==> src/rtl/idxgen_pkg.sv <==
package idxgen_pkg;

  localparam logic [7:0] CLASS_TOP = 8'h04;
  localparam logic [3:0] GROUP_MID = 4'b0100;

  typedef enum logic [1:0] {
    ST_IDLE = 2'd0,
    ST_RUN  = 2'd1,
    ST_FIN  = 2'd2
  } ctrlState_t;

  // strobes from control to datapath
  typedef struct packed {
    logic       load;      // capture start/step operands
    logic       step;      // write current lane, advance sum
    logic [1:0] elemSize;  // size code of the running operation
  } ctrlStrobes_t;

endpackage

==> src/rtl/idxgen_ctrl.sv <==
module idxgen_ctrl
  import idxgen_pkg::*;
#(
  parameter int VLEN_BYTES = 32,
  parameter int LANE_W     = $clog2(VLEN_BYTES)
) (
  input  logic              clk,
  input  logic              rstN,
  input  logic              start,
  input  logic [7:0]        classTop,
  input  logic [1:0]        sizeField,
  input  logic              fixedBit,
  input  logic [3:0]        groupMid,
  input  logic [4:0]        destField,
  output ctrlStrobes_t      strb,
  output logic [LANE_W-1:0] laneIdx,
  output logic              busy,
  output logic              done,
  output logic              illegal,
  output logic [4:0]        destReg
);

  ctrlState_t        state;
  logic [1:0]        sizeReg;
  logic [LANE_W-1:0] lastLane;
  logic              wordMatch;

  always_comb begin
    wordMatch = (classTop == CLASS_TOP) && fixedBit && (groupMid == GROUP_MID);
    lastLane  = LANE_W'((VLEN_BYTES >> sizeReg) - 1);
  end

  always_comb begin
    strb.load     = start && (state == ST_IDLE) && wordMatch;
    strb.step     = (state == ST_RUN);
    strb.elemSize = sizeReg;
  end

  always_ff @(posedge clk) begin
    if (!rstN) begin
      state   <= ST_IDLE;
      laneIdx <= '0;
      sizeReg <= '0;
      destReg <= '0;
      done    <= 1'b0;
      illegal <= 1'b0;
    end else begin
      done    <= 1'b0;
      illegal <= 1'b0;
      unique case (state)
        ST_IDLE: begin
          if (start) begin
            if (wordMatch) begin
              state   <= ST_RUN;
              laneIdx <= '0;
              sizeReg <= sizeField;
              destReg <= destField;
            end else begin
              illegal <= 1'b1;
            end
          end
        end
        ST_RUN: begin
          if (laneIdx == lastLane) begin
            state <= ST_FIN;
          end else begin
            laneIdx <= laneIdx + 1'b1;
          end
        end
        ST_FIN: begin
          state <= ST_IDLE;
          done  <= 1'b1;
        end
        default: state <= ST_IDLE;
      endcase
    end
  end

  assign busy = (state != ST_IDLE);

endmodule

==> src/rtl/idxgen_dp.sv <==
module idxgen_dp
  import idxgen_pkg::*;
#(
  parameter int VLEN_BYTES = 32,
  parameter int LANE_W     = $clog2(VLEN_BYTES)
) (
  input  logic                    clk,
  input  logic                    rstN,
  input  ctrlStrobes_t            strb,
  input  logic [LANE_W-1:0]       laneIdx,
  input  logic [1:0]              formField,
  input  logic [4:0]              startImm,
  input  logic [4:0]              incrImm,
  input  logic [63:0]             startReg,
  input  logic [63:0]             incrReg,
  output logic [VLEN_BYTES*8-1:0] resultVec
);

  logic [63:0] startSel;
  logic [63:0] incrSel;
  logic [63:0] accSum;
  logic [63:0] incrHeld;

  always_comb begin
    startSel = formField[0] ? startReg : {{59{startImm[4]}}, startImm};
    incrSel  = formField[1] ? incrReg  : {{59{incrImm[4]}},  incrImm};
  end

  // running sum replaces lane * step
  always_ff @(posedge clk) begin
    if (!rstN) begin
      accSum   <= '0;
      incrHeld <= '0;
    end else if (strb.load) begin
      accSum   <= startSel;
      incrHeld <= incrSel;
    end else if (strb.step) begin
      accSum   <= accSum + incrHeld;
    end
  end

  logic [7:0] vecBytes [VLEN_BYTES];

  for (genvar b = 0; b < VLEN_BYTES; b++) begin : g_byte
    logic       wrEn;
    logic [7:0] byteData;

    always_comb begin
      unique case (strb.elemSize)
        2'd0: begin
          wrEn     = (laneIdx == LANE_W'(b));
          byteData = accSum[7:0];
        end
        2'd1: begin
          wrEn     = (laneIdx == LANE_W'(b >> 1));
          byteData = accSum[8*(b%2) +: 8];
        end
        2'd2: begin
          wrEn     = (laneIdx == LANE_W'(b >> 2));
          byteData = accSum[8*(b%4) +: 8];
        end
        default: begin
          wrEn     = (laneIdx == LANE_W'(b >> 3));
          byteData = accSum[8*(b%8) +: 8];
        end
      endcase
    end

    always_ff @(posedge clk) begin
      if (!rstN) begin
        vecBytes[b] <= '0;
      end else if (strb.step && wrEn) begin
        vecBytes[b] <= byteData;
      end
    end

    assign resultVec[8*b +: 8] = vecBytes[b];
  end

endmodule

==> src/rtl/idxgen_top.sv <==
module idxgen_top
  import idxgen_pkg::*;
#(
  parameter int VLEN_BYTES = 32,
  localparam int LANE_W    = $clog2(VLEN_BYTES)
) (
  input  logic                    clk,
  input  logic                    rstN,
  input  logic                    start,
  input  logic [31:0]             insnWord,
  input  logic [63:0]             startOperand,
  input  logic [63:0]             incrOperand,
  output logic                    busy,
  output logic                    done,
  output logic                    illegal,
  output logic [4:0]              destReg,
  output logic [VLEN_BYTES*8-1:0] resultVec
);

  ctrlStrobes_t      strb;
  logic [LANE_W-1:0] laneIdx;

  idxgen_ctrl #(.VLEN_BYTES(VLEN_BYTES), .LANE_W(LANE_W)) u_ctrl (
    .clk       (clk),
    .rstN      (rstN),
    .start     (start),
    .classTop  (insnWord[31:24]),
    .sizeField (insnWord[23:22]),
    .fixedBit  (insnWord[21]),
    .groupMid  (insnWord[15:12]),
    .destField (insnWord[4:0]),
    .strb      (strb),
    .laneIdx   (laneIdx),
    .busy      (busy),
    .done      (done),
    .illegal   (illegal),
    .destReg   (destReg)
  );

  idxgen_dp #(.VLEN_BYTES(VLEN_BYTES), .LANE_W(LANE_W)) u_dp (
    .clk       (clk),
    .rstN      (rstN),
    .strb      (strb),
    .laneIdx   (laneIdx),
    .formField (insnWord[11:10]),
    .startImm  (insnWord[9:5]),
    .incrImm   (insnWord[20:16]),
    .startReg  (startOperand),
    .incrReg   (incrOperand),
    .resultVec (resultVec)
  );

endmodule

==> config.mk <==
export PLATFORM = sky130hd
export DESIGN_NAME = idxgen_top
export DESIGN_NICKNAME = d
export VERILOG_FILES = /design/src/rtl/idxgen_pkg.sv /design/src/rtl/idxgen_ctrl.sv /design/src/rtl/idxgen_dp.sv /design/src/rtl/idxgen_top.sv
export SDC_FILE = /design/constraint.sdc
export NUM_CORES = 1
export LEC_CHECK = 0
export BUFFER_PORTS_ARGS = -buffer_cell sky130_fd_sc_hd__buf_2
export CAP_MARGIN = 20
export CORE_MARGIN = 3
export CORE_UTILIZATION = 49
export DETAILED_ROUTE_END_ITERATION = 6
export PLACE_DENSITY = 0.82
export SYNTH_ARGS = -nofsm -noshare
export SYNTH_HDL_FRONTEND = slang
export SYNTH_SLANG_ARGS = --single-unit
==> constraint.sdc <==
create_clock -name clk -period 3.9 [get_ports clk]
set_input_delay 0.39 -clock clk [delete_from_list [all_inputs] [get_ports clk]]
set_output_delay 0.39 -clock clk [all_outputs]
set_load 0.02 [all_outputs]
==> impl_results.md <==
- Max layer used: met5
- Pin count of the biggest net entering global routing: 95
- Worst Path Buf+Inv: 0
- Synth Net Count: 2,424
- RSZ-0062 raised after global routing: no
- Mapped Cells: 2,186
- DRT iter0 DRCs: 1,992
- Max IR drop VDD: 0.000270 V
- Slew Viols, Final: 0
- Gr usage total: 32.2%
- Root Buffer: clkbuf_16
- Inst Count DP: 3,045
- Clock sink count: 400
- P_leak: 0.0100 µW
- Layout area overhead: 19.7%
- Skew-Pair Late Insertion Delay: 0.59 ns
- Antenna violations before repair: 2
- DRT met1 WL: 30.6 mm
- Die area: 44,900 µm²
- FF-to-FF Start: u_dp.incrHeld[0]
- Die width: 212 µm
- Type of origin of the critical path: register
- Total number of vias: 19,100
- Outcome: completed
- Setup TNS: 0 ns
- Num CTS Buffers: 43
- Final number of setup-violating endpoints: 0
- PnR worst setup slack: 0.328 ns
- Row cnt: 74
- Syn_area_per_cell: 9.50 µm²
- Clock Path Buffers: 3
- Number of global-route vias before repair: 18,200
- Netlist Area Pre-Place: 20,800 µm²
- Io pins: 427
- Die Span Y: 212 µm
- Initial Util: 50.2%
- Vias/cell: 6.13
- Post-CTS Setup Inserts: 0
- Post-DP HPWL: 57.0 mm
- Detailed Route WL: 74.6 mm
- Diodes inserted: 0
- Main synth FF type: edfxtp_1
- Met3 wire length: 6.81 mm
- Gpl congestion: 1.02
- Crit Path Max Fanout: 3
- Worst path max stage delay: 0.47 ns
- Kind of cell adding the most delay to the critical path: compound AO/OA/AOI/OAI gates
- Wirelength per Cell: 23.9 µm
- Crit-path cells: ha_1, fa_1, a21o_1, a311o_1, a2111o_1, o211a_1, nor3_2, nor4_1, o21ai_2, nand2_1, xor2_1, a31o_1
- Post-CTS sizing: 0
- Slew @ Worst Pin: 0.943 ns
- Min-delay src: insnWord[0]
- Slowest-stage cell, CP: fa_1
- Critical path launch point: u_dp.incrHeld[0]
- First-pass GRT wire length: 111 mm
- CTS tree: yes
- Core Region: 41,400 µm²
- PortBufs: 426
- Fraction of layout instances using a drive strength above 1: 22.4%
- Fill cells: 3,506
- Setup Crit Path Kind: reg -> reg
- Detail Route Antenna Nets: 0
- MaxCap Viol Count: 0
- Met2 wire len: 34.6 mm
- Seq cells post-synth: 400
- Fin crit period: 3.57 ns
- Fin nets: 2,796
- Final Skew: 0.0260 ns
- Synth Warn #: 0
- H-tree lvl count: 2
- Overflow after GRT: 0
- FFs w/ async S/R, synth: 0%
- Slew margin rel.: 37.0%
- Netlist cell types: 77
- Fmax achieved: 280 MHz
- EDFF count, synth: 256
- Clk pin slew, worst setup/hold paths: 0.06 ns
- Pwr Density: 370 nW/µm²
- Drt first pass iters: 7
- Final hold vios: 0
- Final Cycle Share: 91.6%
- Final std cells w/o fill: 3,121
- # DRC: 0
- CP required: 4.38 ns
- WP data arrival: 4.05 ns
- Hold/Removal Path Class: in -> reg
- # hold bufs at CTS: 0
- Dpl ws: 0.395 ns
- Worst Setup End Kind: register
- Sequential share of the synthesized area: 50.9%
==> sequential cells by signal (all words and copies together) (netlist names) <==
register and count:
u_dp.vecBytes 256, u_dp.accSum 64, u_dp.incrHeld 64, u_ctrl.done 1
u_ctrl.laneIdx 5, u_ctrl.destReg 5, u_ctrl.illegal 1, u_ctrl.state 2
u_ctrl.sizeReg 2
==> power by group <==
group	total (µW)	leakage [µW]	internal, µW	switching [µW]
Sequential	4610	0.00380	4580	31.8
Combinational	501	0.00554	156	345
Clock	4080	0.000657	2320	1760
Total	9190	0.0100	7060	2130
==> synthesized netlist by cell type, types with 8 or more instances <==
cell type | n | area, µm²
nor2_1 | 395 | 1480
edfxtp_1 | 256 | 7690
a21oi_1 | 201 | 1010
nand2_1 | 158 | 593
clkbuf_1 | 153 | 574
dfxtp_1 | 144 | 2880
nor3_1 | 86 | 430
a211oi_1 | 83 | 623
ha_1 | 74 | 926
o21ai_0 | 74 | 370
a21o_1 | 50 | 375
and2_1 | 44 | 275
xnor2_1 | 35 | 307
inv_1 | 29 | 109
xor2_1 | 28 | 245
mux2i_1 | 27 | 270
nand2b_1 | 25 | 156
nand3_1 | 25 | 125
nand4_1 | 22 | 138
nor2b_1 | 19 | 119
a221oi_1 | 18 | 158
o21bai_1 | 18 | 135
a2111oi_0 | 17 | 149
or3_1 | 16 | 100
a311oi_1 | 13 | 114
o21a_1 | 13 | 97.6
and3_1 | 12 | 75.1
a21boi_0 | 11 | 82.6
o22ai_1 | 11 | 68.8
a221o_1 | 9 | 90.1
a31oi_1 | 9 | 56.3
o211a_1 | 8 | 80.1
==> area by class of cell <==
cell class | count | area (µm²) | area share, %
multi-input combinational | 1587 | 9460 | 38.0
sequential | 400 | 10600 | 42.5
timing repair buffer | 497 | 2690 | 10.8
clock buffer | 52 | 1110 | 4.46
clock inverter | 24 | 269 | 1.08
tap | 532 | 666 | 2.68
inverter | 29 | 111 | 0.448
==> layer usage <==
| layer | track usage [%] | up-vias |
|---|---|---|
| li1 | - | 8698 |
| met1 | 44.1 | 9234 |
| met2 | 52.3 | 1038 |
| met3 | 5.01 | 151 |
| met4 | 10.9 | 2 |
| met5 | 0 | - |
==> logic make-up (layout without fill, tap and decap cells) <==
group           Yosys count  after routing  share of synthesized area (%)
buf+inv                 199            602                           3.74
fa+ha+maj                75             75                           4.55
simple gates            829            829                           17.9
compound gates          593            593                           19.0
xor+xnor                 63             63                           2.66
mux                      27             27                           1.30
flops                   400            400                           50.9
==> cell usage in the layout, fill, tap and decap left out, types with 12 or more instances in the layout <==
cell	instances
a2111oi_0	17
a211oi_1	83
a21o_1	50
a21oi_1	201
a221oi_1	18
a311oi_1	13
and2_1	44
and3_1	12
buf_2	426
buf_4	69
clkbuf_16	43
dfxtp_1	144
edfxtp_1	256
ha_1	73
inv_1	28
mux2i_1	27
nand2_1	158
nand2b_1	25
nand3_1	25
nand4_1	22
nor2_1	394
nor2b_1	17
nor3_1	86
o21a_1	13
o21ai_0	74
o21bai_1	18
or3_1	16
xnor2_1	35
xor2_1	28
==> stage by stage <==
| stage | power, µW | area [µm²] | hold slack (ns) | util [%] |
|---|---|---|---|---|
| floorplan | 4930 | 20800 | 0.437 | - |
| global placement | 5190 | 23500 | 0.440 | 56.8 |
| detailed placement | 5200 | 23500 | 0.448 | 56.8 |
| CTS | 9220 | 24900 | 0.0236 | 60.1 |
| global route | 9430 | 24900 | 0.0551 | 60.1 |
| finish | 9190 | 24900 | 0.0408 | 60.1 |
==> worst paths after layout <==
check | to | slack, ns | cells after the start
setup / recovery | u_dp.accSum[54] | 0.33 | 12
hold / removal | u_ctrl.destReg[0] | 0.04 | 3
setup reg to reg | u_dp.accSum[54] | 0.33 | 12
hold reg to reg | u_ctrl.destReg[2] | 0.46 | 2
==> worst min-delay path, stage by stage <==
cell and delay [ns]:
buf_2 0.09, nand2_1 0.05, a21oi_1 0.05
No activity file was read; power rests on OpenSTA's default activity.
